===== src/rtl/fc_sigdet_pkg.sv =====
package fc_sigdet_pkg;
  localparam int CHAR_W = 10;
  localparam logic [CHAR_W-1:0] COMMA_NEG = 10'b0011111010;
  localparam logic [CHAR_W-1:0] COMMA_POS = 10'b1100000101;

  function automatic logic is_comma(input logic [CHAR_W-1:0] c);
    return (c == COMMA_NEG) || (c == COMMA_POS);
  endfunction
endpackage


===== src/rtl/fc_sigdet_amp.sv =====
module fc_sigdet_amp (
  input  logic clk,
  input  logic rst_n,
  input  logic clr,
  input  logic lvl_low,
  input  logic lvl_high,
  output logic amp_good
);
  always_ff @(posedge clk) begin
    if (!rst_n || clr) amp_good <= 1'b0;
    else if (lvl_low)  amp_good <= 1'b0;
    else if (lvl_high) amp_good <= 1'b1;
  end
endmodule


===== src/rtl/fc_sigdet_runlen.sv =====
module fc_sigdet_runlen
  import fc_sigdet_pkg::*;
#(
  parameter int RUN_MAX = 5
) (
  input  logic              clk,
  input  logic              rst_n,
  input  logic              clr,
  input  logic              chr_valid,
  input  logic [CHAR_W-1:0] chr,
  input  logic              good_set,
  output logic              rl_bad
);
  localparam int RW = $clog2(RUN_MAX + 2);
  localparam logic [RW-1:0] RUN_SAT = RW'(RUN_MAX + 1);

  logic          last_q, last_d;
  logic [RW-1:0] run_q, run_d;
  logic          viol;

  // serial walk over the character, first-received bit first
  always_comb begin
    last_d = last_q;
    run_d  = run_q;
    viol   = 1'b0;
    for (int i = CHAR_W - 1; i >= 0; i--) begin
      if (run_d != '0 && chr[i] == last_d) begin
        if (run_d != RUN_SAT) run_d = run_d + RW'(1);
      end else begin
        run_d = RW'(1);
      end
      last_d = chr[i];
      if (run_d > RW'(RUN_MAX)) viol = 1'b1;
    end
  end

  always_ff @(posedge clk) begin
    if (!rst_n || clr) begin
      last_q <= 1'b0;
      run_q  <= '0;
      rl_bad <= 1'b0;
    end else begin
      if (chr_valid) begin
        last_q <= last_d;
        run_q  <= run_d;
      end
      if (chr_valid && viol) rl_bad <= 1'b1;
      else if (good_set)     rl_bad <= 1'b0;
    end
  end
endmodule


===== src/rtl/fc_sigdet_oset.sv =====
module fc_sigdet_oset
  import fc_sigdet_pkg::*;
#(
  parameter int SET_CHARS   = 4,
  parameter int PRIM_REPEAT = 3
) (
  input  logic                        clk,
  input  logic                        rst_n,
  input  logic                        clr,
  input  logic                        chr_valid,
  input  logic [CHAR_W-1:0]           chr,
  input  logic [SET_CHARS*CHAR_W-1:0] fill_pattern,
  output logic                        good_set
);
  localparam int WW  = SET_CHARS * CHAR_W;
  localparam int PW  = $clog2(SET_CHARS);
  localparam int RPW = $clog2(PRIM_REPEAT + 1);
  localparam logic [PW-1:0]  LASTP  = PW'(SET_CHARS - 1);
  localparam logic [RPW-1:0] REPMAX = RPW'(PRIM_REPEAT);

  logic [CHAR_W-1:0] stash [SET_CHARS-1];
  logic [PW-1:0]     pos;
  logic [WW-1:0]     word, prev_word;
  logic [RPW-1:0]    rep, rep_next;
  logic              comma, fill_hit, prim_hit;

  genvar k;
  generate
    for (k = 0; k < SET_CHARS - 1; k++) begin : g_word
      assign word[(SET_CHARS-1-k)*CHAR_W +: CHAR_W] = stash[k];
    end
  endgenerate
  assign word[CHAR_W-1:0] = chr;

  assign comma    = is_comma(chr);
  assign fill_hit = (word == fill_pattern);

  always_comb begin
    if (rep != '0 && word == prev_word)
      rep_next = (rep == REPMAX) ? rep : rep + RPW'(1);
    else
      rep_next = RPW'(1);
  end
  assign prim_hit = (rep_next == REPMAX);

  always_ff @(posedge clk) begin
    if (!rst_n || clr) begin
      pos       <= '0;
      rep       <= '0;
      prev_word <= '0;
      good_set  <= 1'b0;
      for (int i = 0; i < SET_CHARS - 1; i++) stash[i] <= '0;
    end else begin
      good_set <= 1'b0;
      if (chr_valid) begin
        if (comma) begin
          stash[0] <= chr;
          pos      <= PW'(1);
        end else if (pos == '0) begin
          rep <= '0;
        end else if (pos == LASTP) begin
          pos       <= '0;
          prev_word <= word;
          rep       <= rep_next;
          good_set  <= fill_hit || prim_hit;
        end else begin
          for (int i = 1; i < SET_CHARS - 1; i++)
            if (pos == PW'(i)) stash[i] <= chr;
          pos <= pos + PW'(1);
        end
      end
    end
  end
endmodule


===== src/rtl/fc_sigdet_density.sv =====
module fc_sigdet_density #(
  parameter int LIMIT = 256,
  parameter int CW    = $clog2(LIMIT + 1)
) (
  input  logic          clk,
  input  logic          rst_n,
  input  logic          clr,
  input  logic          good_set,
  input  logic          boundary,
  output logic [CW-1:0] cnt,
  output logic          dens_bad
);
  logic seen;

  always_ff @(posedge clk) begin
    if (!rst_n || clr) begin
      cnt  <= '0;
      seen <= 1'b0;
    end else begin
      if (good_set)
        cnt <= '0;
      else if (boundary && !seen && cnt != CW'(LIMIT))
        cnt <= cnt + CW'(1);
      if (boundary)      seen <= 1'b0;
      else if (good_set) seen <= 1'b1;
    end
  end

  assign dens_bad = (cnt >= CW'(LIMIT));
endmodule


===== src/rtl/fc_sigdet.sv =====
module fc_sigdet
  import fc_sigdet_pkg::*;
#(
  parameter int SET_CHARS      = 4,
  parameter int PRIM_REPEAT    = 3,
  parameter int RUN_MAX        = 5,
  parameter int INTERVAL_CHARS = 16,
  parameter int DENS_LIMIT     = 256
) (
  input  logic                        clk,
  input  logic                        rst_n,
  input  logic                        char_valid,
  output logic                        char_ready,
  input  logic [CHAR_W-1:0]           char_data,
  input  logic [SET_CHARS*CHAR_W-1:0] fill_pattern,
  input  logic                        amp_low,
  input  logic                        amp_high,
  input  logic                        path_en,
  input  logic                        refclk_ok,
  output logic                        sig_det
);
  localparam int IW = $clog2(INTERVAL_CHARS);
  localparam int CW = $clog2(DENS_LIMIT + 1);

  logic          enabled, take, interval_end;
  logic [IW-1:0] icnt;
  logic          amp_good, rl_bad, dens_bad, good_set;
  logic [CW-1:0] dens_cnt;

  assign char_ready   = 1'b1;
  assign enabled      = path_en && refclk_ok;
  assign take         = enabled && char_valid;
  assign interval_end = take && (icnt == IW'(INTERVAL_CHARS - 1));

  always_ff @(posedge clk) begin
    if (!rst_n || !enabled) icnt <= '0;
    else if (take)          icnt <= interval_end ? '0 : icnt + IW'(1);
  end

  fc_sigdet_amp u_amp (
    .clk(clk), .rst_n(rst_n), .clr(!enabled),
    .lvl_low(amp_low), .lvl_high(amp_high), .amp_good(amp_good)
  );

  fc_sigdet_oset #(.SET_CHARS(SET_CHARS), .PRIM_REPEAT(PRIM_REPEAT)) u_oset (
    .clk(clk), .rst_n(rst_n), .clr(!enabled),
    .chr_valid(take), .chr(char_data),
    .fill_pattern(fill_pattern), .good_set(good_set)
  );

  fc_sigdet_runlen #(.RUN_MAX(RUN_MAX)) u_runlen (
    .clk(clk), .rst_n(rst_n), .clr(!enabled),
    .chr_valid(take), .chr(char_data),
    .good_set(good_set), .rl_bad(rl_bad)
  );

  fc_sigdet_density #(.LIMIT(DENS_LIMIT), .CW(CW)) u_dens (
    .clk(clk), .rst_n(rst_n), .clr(!enabled),
    .good_set(good_set), .boundary(interval_end),
    .cnt(dens_cnt), .dens_bad(dens_bad)
  );

  always_ff @(posedge clk) begin
    if (!rst_n || !enabled) sig_det <= 1'b0;
    else if (interval_end)  sig_det <= amp_good && !rl_bad && !dens_bad;
  end
endmodule


===== config.mk =====
export PLATFORM = sky130hd
export DESIGN_NAME = fc_sigdet
export DESIGN_NICKNAME = d
export VERILOG_FILES = /design/src/rtl/fc_sigdet_pkg.sv /design/src/rtl/fc_sigdet_amp.sv /design/src/rtl/fc_sigdet_runlen.sv /design/src/rtl/fc_sigdet_oset.sv /design/src/rtl/fc_sigdet_density.sv /design/src/rtl/fc_sigdet.sv
export SDC_FILE = /design/constraint.sdc
export NUM_CORES = 1
export LEC_CHECK = 0
export BUFFER_PORTS_ARGS = -buffer_cell sky130_fd_sc_hd__buf_4
export CORE_ASPECT_RATIO = 0.8
export CORE_MARGIN = 3
export CORE_UTILIZATION = 40
export DETAILED_ROUTE_END_ITERATION = 6
export PLACE_DENSITY = 0.54
export SETUP_SLACK_MARGIN = 0.05
export SYNTH_ARGS = -nofsm -noshare
export SYNTH_HDL_FRONTEND = slang
export SYNTH_SLANG_ARGS = --single-unit

===== constraint.sdc =====
create_clock -name clk -period 18.8 [get_ports clk]
set_input_delay 0 -clock clk [delete_from_list [all_inputs] [get_ports clk]]
set_output_delay 0 -clock clk [all_outputs]
set_load 0.02 [all_outputs]

==> impl_summary.md, run 1 <==
Outcome
The flow ran to the end, and the final reports show no timing, DRC or antenna violations.

Yosys
The number of different library cells in the post-synthesis netlist is 84. The share of the Yosys chip area taken by registers is 0.341. Counting every instance in the synthesized netlist gives 743.

The post-synth net total is 837. The register bit count reported by yosys is 96. The number of enable-type register cells in the synthesized netlist is 30. The commonest register cell after synthesis is sky130_fd_sc_hd__dfxtp_1. A synthesized cell averages 8.77 um2. After synthesis, the share of flip-flops with an asynchronous set or reset is 0.

Yosys printed 0 warnings. The synthesized area is 6510 um2.

STA
The hold violation count in the final report is 0. Setup repair after global routing left no endpoint under its margin. Measured against its own limit, the worst slew margin works out to 0.450.

Setup violations remaining at the end of the flow were counted as 0. Adding up every negative setup slack in the final design gives 0 ns. The max-slew violation count came to 0. At the pin with the least slew margin, the transition time is 0.826 ns. Between clock sinks in the finished design, the worst skew comes to 0.00837 ns. The smallest clock period supported by the final layout is computed as 11.53 ns.

The part of the cycle the worst path needs is 0.613. The timing-limited maximum frequency is 86.8 MHz.

Place
Once detailed placement completed, the half-perimeter wirelength came to 12900 um. At the end of routability-driven placement, the weighted congestion stood at 0.855. The post-placement cell area is 7090 um2. The number of port buffers is 57.

Worst hold path
The cell depth of the worst min-delay path is 6. The type of the tightest min-delay check is input port to flop.

Final layout
The most common cell after layout, fill and taps aside is sky130_fd_sc_hd__nand2_1. At the end of the flow, the number of nets in the layout was 890. The layout-stage area growth over the synthesis result is 15.6%. The filler cell count in the final layout is 1478.

In the layout the commonest cells are sky130_fd_sc_hd__nand2_1 (104), sky130_fd_sc_hd__dfxtp_1 (66), sky130_fd_sc_hd__buf_4 (60), sky130_fd_sc_hd__a21oi_1 (58), sky130_fd_sc_hd__xor2_1 (54). Summing all multi-input logic gate instances after layout gives 4000 um2. Summing all flip-flop and latch instances after layout gives 2220 um2.

The repair_antennas step left the layout with diodes totalling 0. After routing the design area is 7530 um2. The proportion of layout cells with a drive suffix above 1 is 0.141. The end-of-flow core utilization is 0.475.

Critical path
The type of the worst setup path is flop to flop. Counting both buffers and inverters, the worst setup path holds a total of 9. The worst path arrival time is 11.76 ns. The delay of the slowest cell on the worst path is 0.61 ns.

For the worst setup path, the data required time is 19.03 ns. STA classifies the critical path startpoint as a flop. Grouping stages by cell kind, the critical path spends the most delay in simple AND/OR/NAND/NOR gates.

The standard cell with the maximum stage delay on the critical path is sky130_fd_sc_hd__nor3_1. The number of logic stages on the critical path including buffering is 53. Along the worst path, the maximum fanout reaches 11.

The most common cell type on the critical path is sky130_fd_sc_hd__ha_1. The nature of the critical path endpoint is a flop. The worst reg2reg path depth is 53.

Power
Summed over all nets, the switching power comes to 178 uW. Across the VDD grid, the largest voltage drop is 0.0000406 V. The clock power share is 0.320. The design internal power is 384 uW. Power spread over the standard cell area amounts to 74.6 nW/um2. After layout, the design draws a total of 562 uW. The total leakage power is 2.91 nW. Of the total power, registers draw 0.391. The share of total power dissipated in combinational logic is 0.289. The switching share of total power is 0.318.

Global routing
The first global-routing pass estimated 27400 um of wire. The initial antenna violation count is 0. In the global route stage, overall resource usage came out at 0.194. The global route total overflow is 0.

The via count of the first global-routing pass is 5231. The pin count of the biggest net entering global routing is 50.

Detailed routing
The routed via count divided by cell count is 5.47. After detailed routing, the met3 layer carries 772 um of wire. Detailed routing inserted a total of 5554 vias.

In the final routed layout, each cell accounts on average for 17.0 um. The initial detailed-routing violation count is 358. The topmost layer with routed signal wires is met4. The routed design has 17300 um of wire. After detailed routing, the number of remaining DRC violations is 0. For this run, the detailed router's first-pass iteration total came to 5.

The detail route stage leaves a number of antenna-violating nets equal to 0. Detailed routing placed a total of 7510 um of wire on met2. The met1 wire length is 8830 um.

Floorplanning
The standard-cell row count is 41. The total I/O pin count is 59. The initial utilization of the core area, before any placement, comes to 0.411.

The die area is 17900 um2. The overall die width is 149 um. The die is 120 um tall. The core footprint is 15900 um2.

Job
The tool flagged a number of max-cap violations equal to 0.

Clock tree
The clock slew at the register clock pins of the worst setup and hold paths is 0.06 ns. For this design, the sink count on the clock tree is 96. The clock tree synthesis step divided the H-tree into 3 levels.

The maximum clock path buffer count is 2. Clock tree synthesis selected as its root buffer the cell sky130_fd_sc_hd__clkbuf_16. The number of gates given a new drive strength after cts is 0. The CTS tree is yes.

For the worst-skew pair, the clock arrives at the later sink with an insertion delay of 0.34 ns. TritonCTS created 9 clock buffers.
[power groups by stage]
| stage | Clock, mW | Combinational, mW | Sequential [mW] |
|---|---|---|---|
| after detailed placement | 0 | 0.157 | 0.224 |
| final | 0.180 | 0.163 | 0.220 |
| after CTS | 0.183 | 0.161 | 0.220 |
| after floorplan | 0 | 0.117 | 0.223 |
| after global routing | 0.191 | 0.180 | 0.220 |
| after global placement | 0 | 0.155 | 0.224 |
[cell type report]
class                   instances  share of cell area
well taps                     215              0.0357
clock inverters                 4             0.00332
clock buffers                  12              0.0355
inverters                      39              0.0194
repair buffers                 75              0.0797
multi-input cells             575               0.531
flip-flops and latches         96               0.295
[path summary, 6_finish.rpt]
| check | from | endpoint | slack, ns |
|---|---|---|---|
| worst max-delay path | u_runlen.run_q[0]$_SDFFE_PP0P_ | u_runlen.run_q[2]$_SDFFE_PP0P_ | 7.27 |
| worst min-delay path | fill_pattern[33] | u_oset.good_set$_SDFF_PP0_ | 0.16 |
| worst max register to register | u_runlen.run_q[0]$_SDFFE_PP0P_ | u_runlen.run_q[2]$_SDFFE_PP0P_ | 7.27 |
| worst min register to register | u_oset.prev_word[24]$_SDFFE_PP0P_ | u_oset.prev_word[24]$_SDFFE_PP0P_ | 0.47 |
[logic make-up after synthesis]
| logic type | count (synthesis) | synth area share |
|---|---|---|
| AOI/OAI and AO/OA | 155 | 0.177 |
| and+or+nand+nor | 274 | 0.215 |
| adders and majority gates | 37 | 0.0711 |
| DFF | 96 | 0.341 |
| xor gates and xnor gates | 99 | 0.134 |
| other | 1 | 0.000576 |
| muxes | 9 | 0.0150 |
| buffers and inverters | 72 | 0.0457 |
[worst register-to-register path, delay by kind of cell (launching register included)]
family | cells | cell delay [ns]
flip-flops | 1 | 0.43
multiplexers | 3 | 0.93
AO/OA/AOI/OAI | 12 | 2.75
adder cells (fa/ha/maj) | 10 | 2.74
AND/OR/NAND/NOR | 19 | 3.76
buffers and inverters | 9 | 0.81
[synthesized netlist by cell type (all sizes together), types with 3 or more instances]
library cell / count / area (um2)
nand2: 104 / 390
dfxtp: 66 / 1320
a21oi: 60 / 308
xor2: 55 / 489
xnor2: 44 / 385
inv: 39 / 146
nor2: 38 / 145
ha: 37 / 463
edfxtp: 30 / 901
clkbuf: 24 / 90.1
nor3: 20 / 115
nor4: 19 / 140
nand4: 17 / 106
and2: 16 / 100
o21ai: 14 / 70.1
nand3: 12 / 60.1
nand2b: 10 / 62.6
and3: 9 / 61.3
buf: 9 / 61.3
a31oi: 8 / 50.1
nor2b: 8 / 50.1
mux2i: 6 / 60.1
o31ai: 6 / 68.8
o41ai: 6 / 97.6
a21o: 5 / 38.8
o21bai: 5 / 37.5
a211oi: 4 / 30.0
and4: 4 / 35.0
nor3b: 4 / 30.0
o2111ai: 4 / 47.6
a311oi: 3 / 26.3
mux2: 3 / 37.5
o211ai: 3 / 22.5
o311ai: 3 / 26.3
o31a: 3 / 26.3
or2: 3 / 18.8
or3: 3 / 18.8
[per-stage QoR]
step,hold slack [ns],setup slack [ns],cells
final,0.157,7.27,1016
after floorplan,0.0793,8.73,743
after global routing,0.163,6.21,1016
after detailed placement,0.168,7.49,985
after global placement,0.166,7.93,985
after CTS,0.139,7.42,1016
[routing by layer]
metal	track usage	vias to the layer above
met5	0	-
met1	0.296	2676
met3	0.0272	16
li1	-	2736
met2	0.292	126
met4	0.0381	0
[what timing repair did]
item | CTS | global route
hold endpoints to repair | 14 | 0
buffers inserted | 0 | 0
hold buffers | 15 | 0
[state kept, by name, summed over array words and instances (netlist names)]
name,count
icnt,4
sig_det,1
u_amp.amp_good,1
u_dens.cnt,9
u_dens.seen,1
u_oset.good_set,1
u_oset.pos,2
u_oset.prev_word,40
u_oset.rep,2
u_oset.stash,30
u_runlen.last_q,1
u_runlen.rl_bad,1
u_runlen.run_q,3
(Power assumes the default switching activity.)
==> inputs of run 2 (changes only) <==
PLACE_DENSITY = 0.57   (was 0.54)
clock period = 9.6 ns   (was 18.8 ns; I/O delays follow)
==> impl_summary.md, run 2 (same netlist as run 1, synthesis figures left out) <==
Power
The switching share of total power is 0.324 (+0.00672). The part of the power in registers came to 0.364 (-0.027). The total leakage power came to 3.06 nW (+5.2%).

The design internal power is 798 uW (+110%). The clock power share is 0.312 (-0.008). The power density of the placed cells was 149 nW/um2 (+99%). The worst vdd rail ir drop is 0.0000949 V (+130%). The net switching power figure is 383 uW (+110%). The combinational group share of total power was 0.324 (+0.035).

Final layout
u_oset.prev_word holds more flip-flops than any other register. The end-of-flow core utilization is 0.501 (+0.0254). The library cells used most frequently in the layout, excluding fill and tap cells, are sky130_fd_sc_hd__nand2_1 (104), sky130_fd_sc_hd__buf_4 (87), sky130_fd_sc_hd__dfxtp_1 (65), sky130_fd_sc_hd__a21oi_1 (57), sky130_fd_sc_hd__xor2_1 (54). The proportion of layout cells with a drive suffix above 1 is 0.211 (+0.0696).

The layout-stage area growth over the synthesis result is 21.8%. The number of flip-flops in the largest register is 40 (unchanged). The final non-filler cell total is 1041 (+2.5%). The largest registers in the layout are u_oset.prev_word: 40 flops, u_oset.stash: 30 flops, u_dens.cnt: 9 flops. The library cell used most frequently in the layout, excluding fill and tap cells, is sky130_fd_sc_hd__nand2_1.

The filler cell count in the final layout was 1472 (-0.41%). The summed area of non-filler cells in the final layout is 7940 um2 (+5.3%). The area of the multi-input gates is 4210 um2 (+5.2%). The diode insertion count for antenna repair is 0 (unchanged). The final net count came to 915 (+2.8%). The flip-flop and latch area is 2220 um2 (about the same).

Critical path
The critical path is of the flop to flop type. STA classifies the critical path startpoint as a flop. STA classifies the critical path endpoint as a flop. The origin of the critical flop-to-flop path is u_runlen.run_q[0]$_SDFFE_PP0P_. The maximum fanout along the worst path is 8 (-3). The data required time of the critical path is 9.87 ns (-9.16 ns). The flop-to-flop setup slack is 0.52 ns (-6.75 ns). The worst reg2reg path depth was 48 (-9.4%). The standard cell with the maximum stage delay on the critical path is sky130_fd_sc_hd__o41a_1.

The endpoint identified for the worst register-to-register timing path is u_runlen.run_q[1]$_SDFFE_PP0P_. The most numerous cell type found on the critical path is sky130_fd_sc_hd__inv_1. The worst path arrival time was 9.35 ns (-2.41 ns). The delay of the slowest cell on the worst path is 0.41 ns (-0.20 ns).

Detailed routing
The number of optimization iterations in the first detailed-route pass came to 5 (unchanged). The post-route DRC violation count is 0 (unchanged). The detailed-route wire length is 17900 um (+3.4%).

The initial detailed-routing violation count came to 408 (+14%). The routed via count divided by cell count came to 5.39 (-1.4%). The average wire per standard cell came to 17.2 um (+0.95%). The number of vias after detailed routing is 5611 (+1.0%). The number of routed nets with antenna violations is 0 (unchanged).

STA
The setup-violating endpoint count in the final report came to 0 (unchanged). The part of the cycle the worst path needs was 0.946 (+0.333). The hold violation count in the final report is 0 (unchanged). The remaining max-slew budget at the tightest pin is 0.440 (-0.00942). The pin slew with the least headroom to its limit is 0.840 ns (+0.0141 ns). The shortest period the worst path allows is 9.08 ns (-2.45 ns). The clock skew was 0.00885 ns (+0.000484 ns).

The max-slew violation count was 0 (unchanged). The timing-limited maximum frequency was 110 MHz (+27%).

Job
The max capacitance violation total is 0 (unchanged).

Global routing
The initial antenna violation count is 0 (unchanged). The met2 track demand over resource in global routing was 0.308 (+0.0156). The global route total overflow is 0 (unchanged).

The met1 usage is 0.280 (-0.0159). The total track usage came to 0.197 (+0.00297). The pin count of the biggest net entering global routing was 53 (+6.0%). In this run the most used layer during global routing was met2. The met3 routing resource usage after global routing is 0.0498 (+0.0227). The first-pass GRT wire length is 27800 um (+1.4%). The via count of the first global-routing pass is 5301 (+1.3%).

Place
The cell total after placement is 1003 (+1.8%). The HPWL reported at the end of detailed placement was 13300 um (+3.0%). The placer's final routability congestion estimate came to 0.890 (+4.1%). The post-placement cell area is 7270 um2 (+2.5%). The number of port buffers is 57 (unchanged).

Clock tree
The CTS H-tree depth is 3 (unchanged). The number of buffers created by CTS is 9 (unchanged). The worst-skew pair later-pin latency is 0.35 ns (about the same). The clock slew at the register clock pins of the worst setup and hold paths is 0.07 ns (about the same). The root buffer cell chosen for the clock tree is sky130_fd_sc_hd__clkbuf_16.

The total number of clock tree sinks came to 96 (unchanged). TritonCTS built the clock tree. The maximum clock path buffer count is 2 (unchanged).

Floorplanning
The die height is 120 um (unchanged). The overall die width is 149 um (unchanged). The core footprint is 15900 um2 (unchanged).

The standard-cell row count is 41 (unchanged). The die area is 17900 um2 (unchanged). The total I/O pin count was 59 (unchanged).

The initial standard-cell utilization of the core is 0.411 (unchanged).

Worst hold path
The worst hold path belongs to the class input port to flop. The startpoint of the lowest-slack hold path is rst_n. The hold path endpoint is u_runlen.rl_bad$_SDFFE_PP0P_. The cell depth of the worst min-delay path came to 4 (-2).

Outcome
The run finished with clean final reports.
[run 2: cell type report]
cell class,count,share of cell area
repair buffers,100,0.0987
clock inverters,6,0.00946
multi-input cells,575,0.530
clock buffers,10,0.0289
well taps,215,0.0339
flip-flops and latches,96,0.280
inverters,39,0.0184
[run 2: metrics by stage]
step,setup TNS (ns),total power [mW],setup slack (ns),hold slack (ns)
floorplan,0,0.671,0.0967,0.0793
finish,0,1.18,0.521,0.180
global placement,0,0.770,0.226,0.166
detailed placement,-1.23,0.779,-0.398,0.180
global route,-0.0319,1.24,-0.0319,0.205
CTS,0,1.15,0.0716,0.165
[run 2: worst max-delay path by stage]
stage / endpoint / slack [ns] / startpoint
2_1_floorplan: u_runlen.run_q[2]$_SDFFE_PP0P_ / 0.1 / u_runlen.run_q[0]$_SDFFE_PP0P_
3_3_place_gp: u_runlen.run_q[1]$_SDFFE_PP0P_ / 0.23 / u_runlen.run_q[1]$_SDFFE_PP0P_
3_5_place_dp: u_runlen.run_q[1]$_SDFFE_PP0P_ / -0.40 / u_runlen.run_q[1]$_SDFFE_PP0P_
4_1_cts: u_runlen.run_q[1]$_SDFFE_PP0P_ / 0.07 / u_runlen.run_q[1]$_SDFFE_PP0P_
5_1_grt: u_runlen.run_q[1]$_SDFFE_PP0P_ / -0.03 / u_runlen.run_q[0]$_SDFFE_PP0P_
6_report: u_runlen.run_q[1]$_SDFFE_PP0P_ / 0.52 / u_runlen.run_q[0]$_SDFFE_PP0P_
[run 2: power by group through the flow]
stage	Combinational (mW)	Sequential (mW)	Clock (mW)
floorplan	0.235	0.436	0
global placement	0.331	0.439	0
detailed placement	0.339	0.439	0
CTS	0.350	0.430	0.375
global route	0.417	0.431	0.389
finish	0.382	0.430	0.369
[run 2: per-layer routing]
layer,share of wire,wire length (um)
met1,0.48,8660
met2,0.45,8130
met3,0.057,1010
met4,0.0038,68
met5,0,0
[run 2: worst max-delay path: cells and delay by family (launching register included)]
| family | cells | cell delay [ns] |
|---|---|---|
| DFF | 1 | 0.31 |
| adders and majority gates | 10 | 2.07 |
| AOI/OAI and AO/OA | 10 | 2.13 |
| buffers and inverters | 8 | 0.71 |
| muxes | 3 | 0.87 |
| and+or+nand+nor | 17 | 2.93 |
[run 2: what timing repair did]
| item | 4_1_cts | 5_1_grt |
|---|---|---|
| cloned | 0 | 0 |
| gates resized for setup | 5 | 33 |
| setup buffers | 3 | 6 |
| pin swaps | 3 | 16 |
| hold buffers | 13 | 0 |
| endpoints found under the hold margin | 13 | 0 |
| setup endpoints to repair | 4 | 4 |
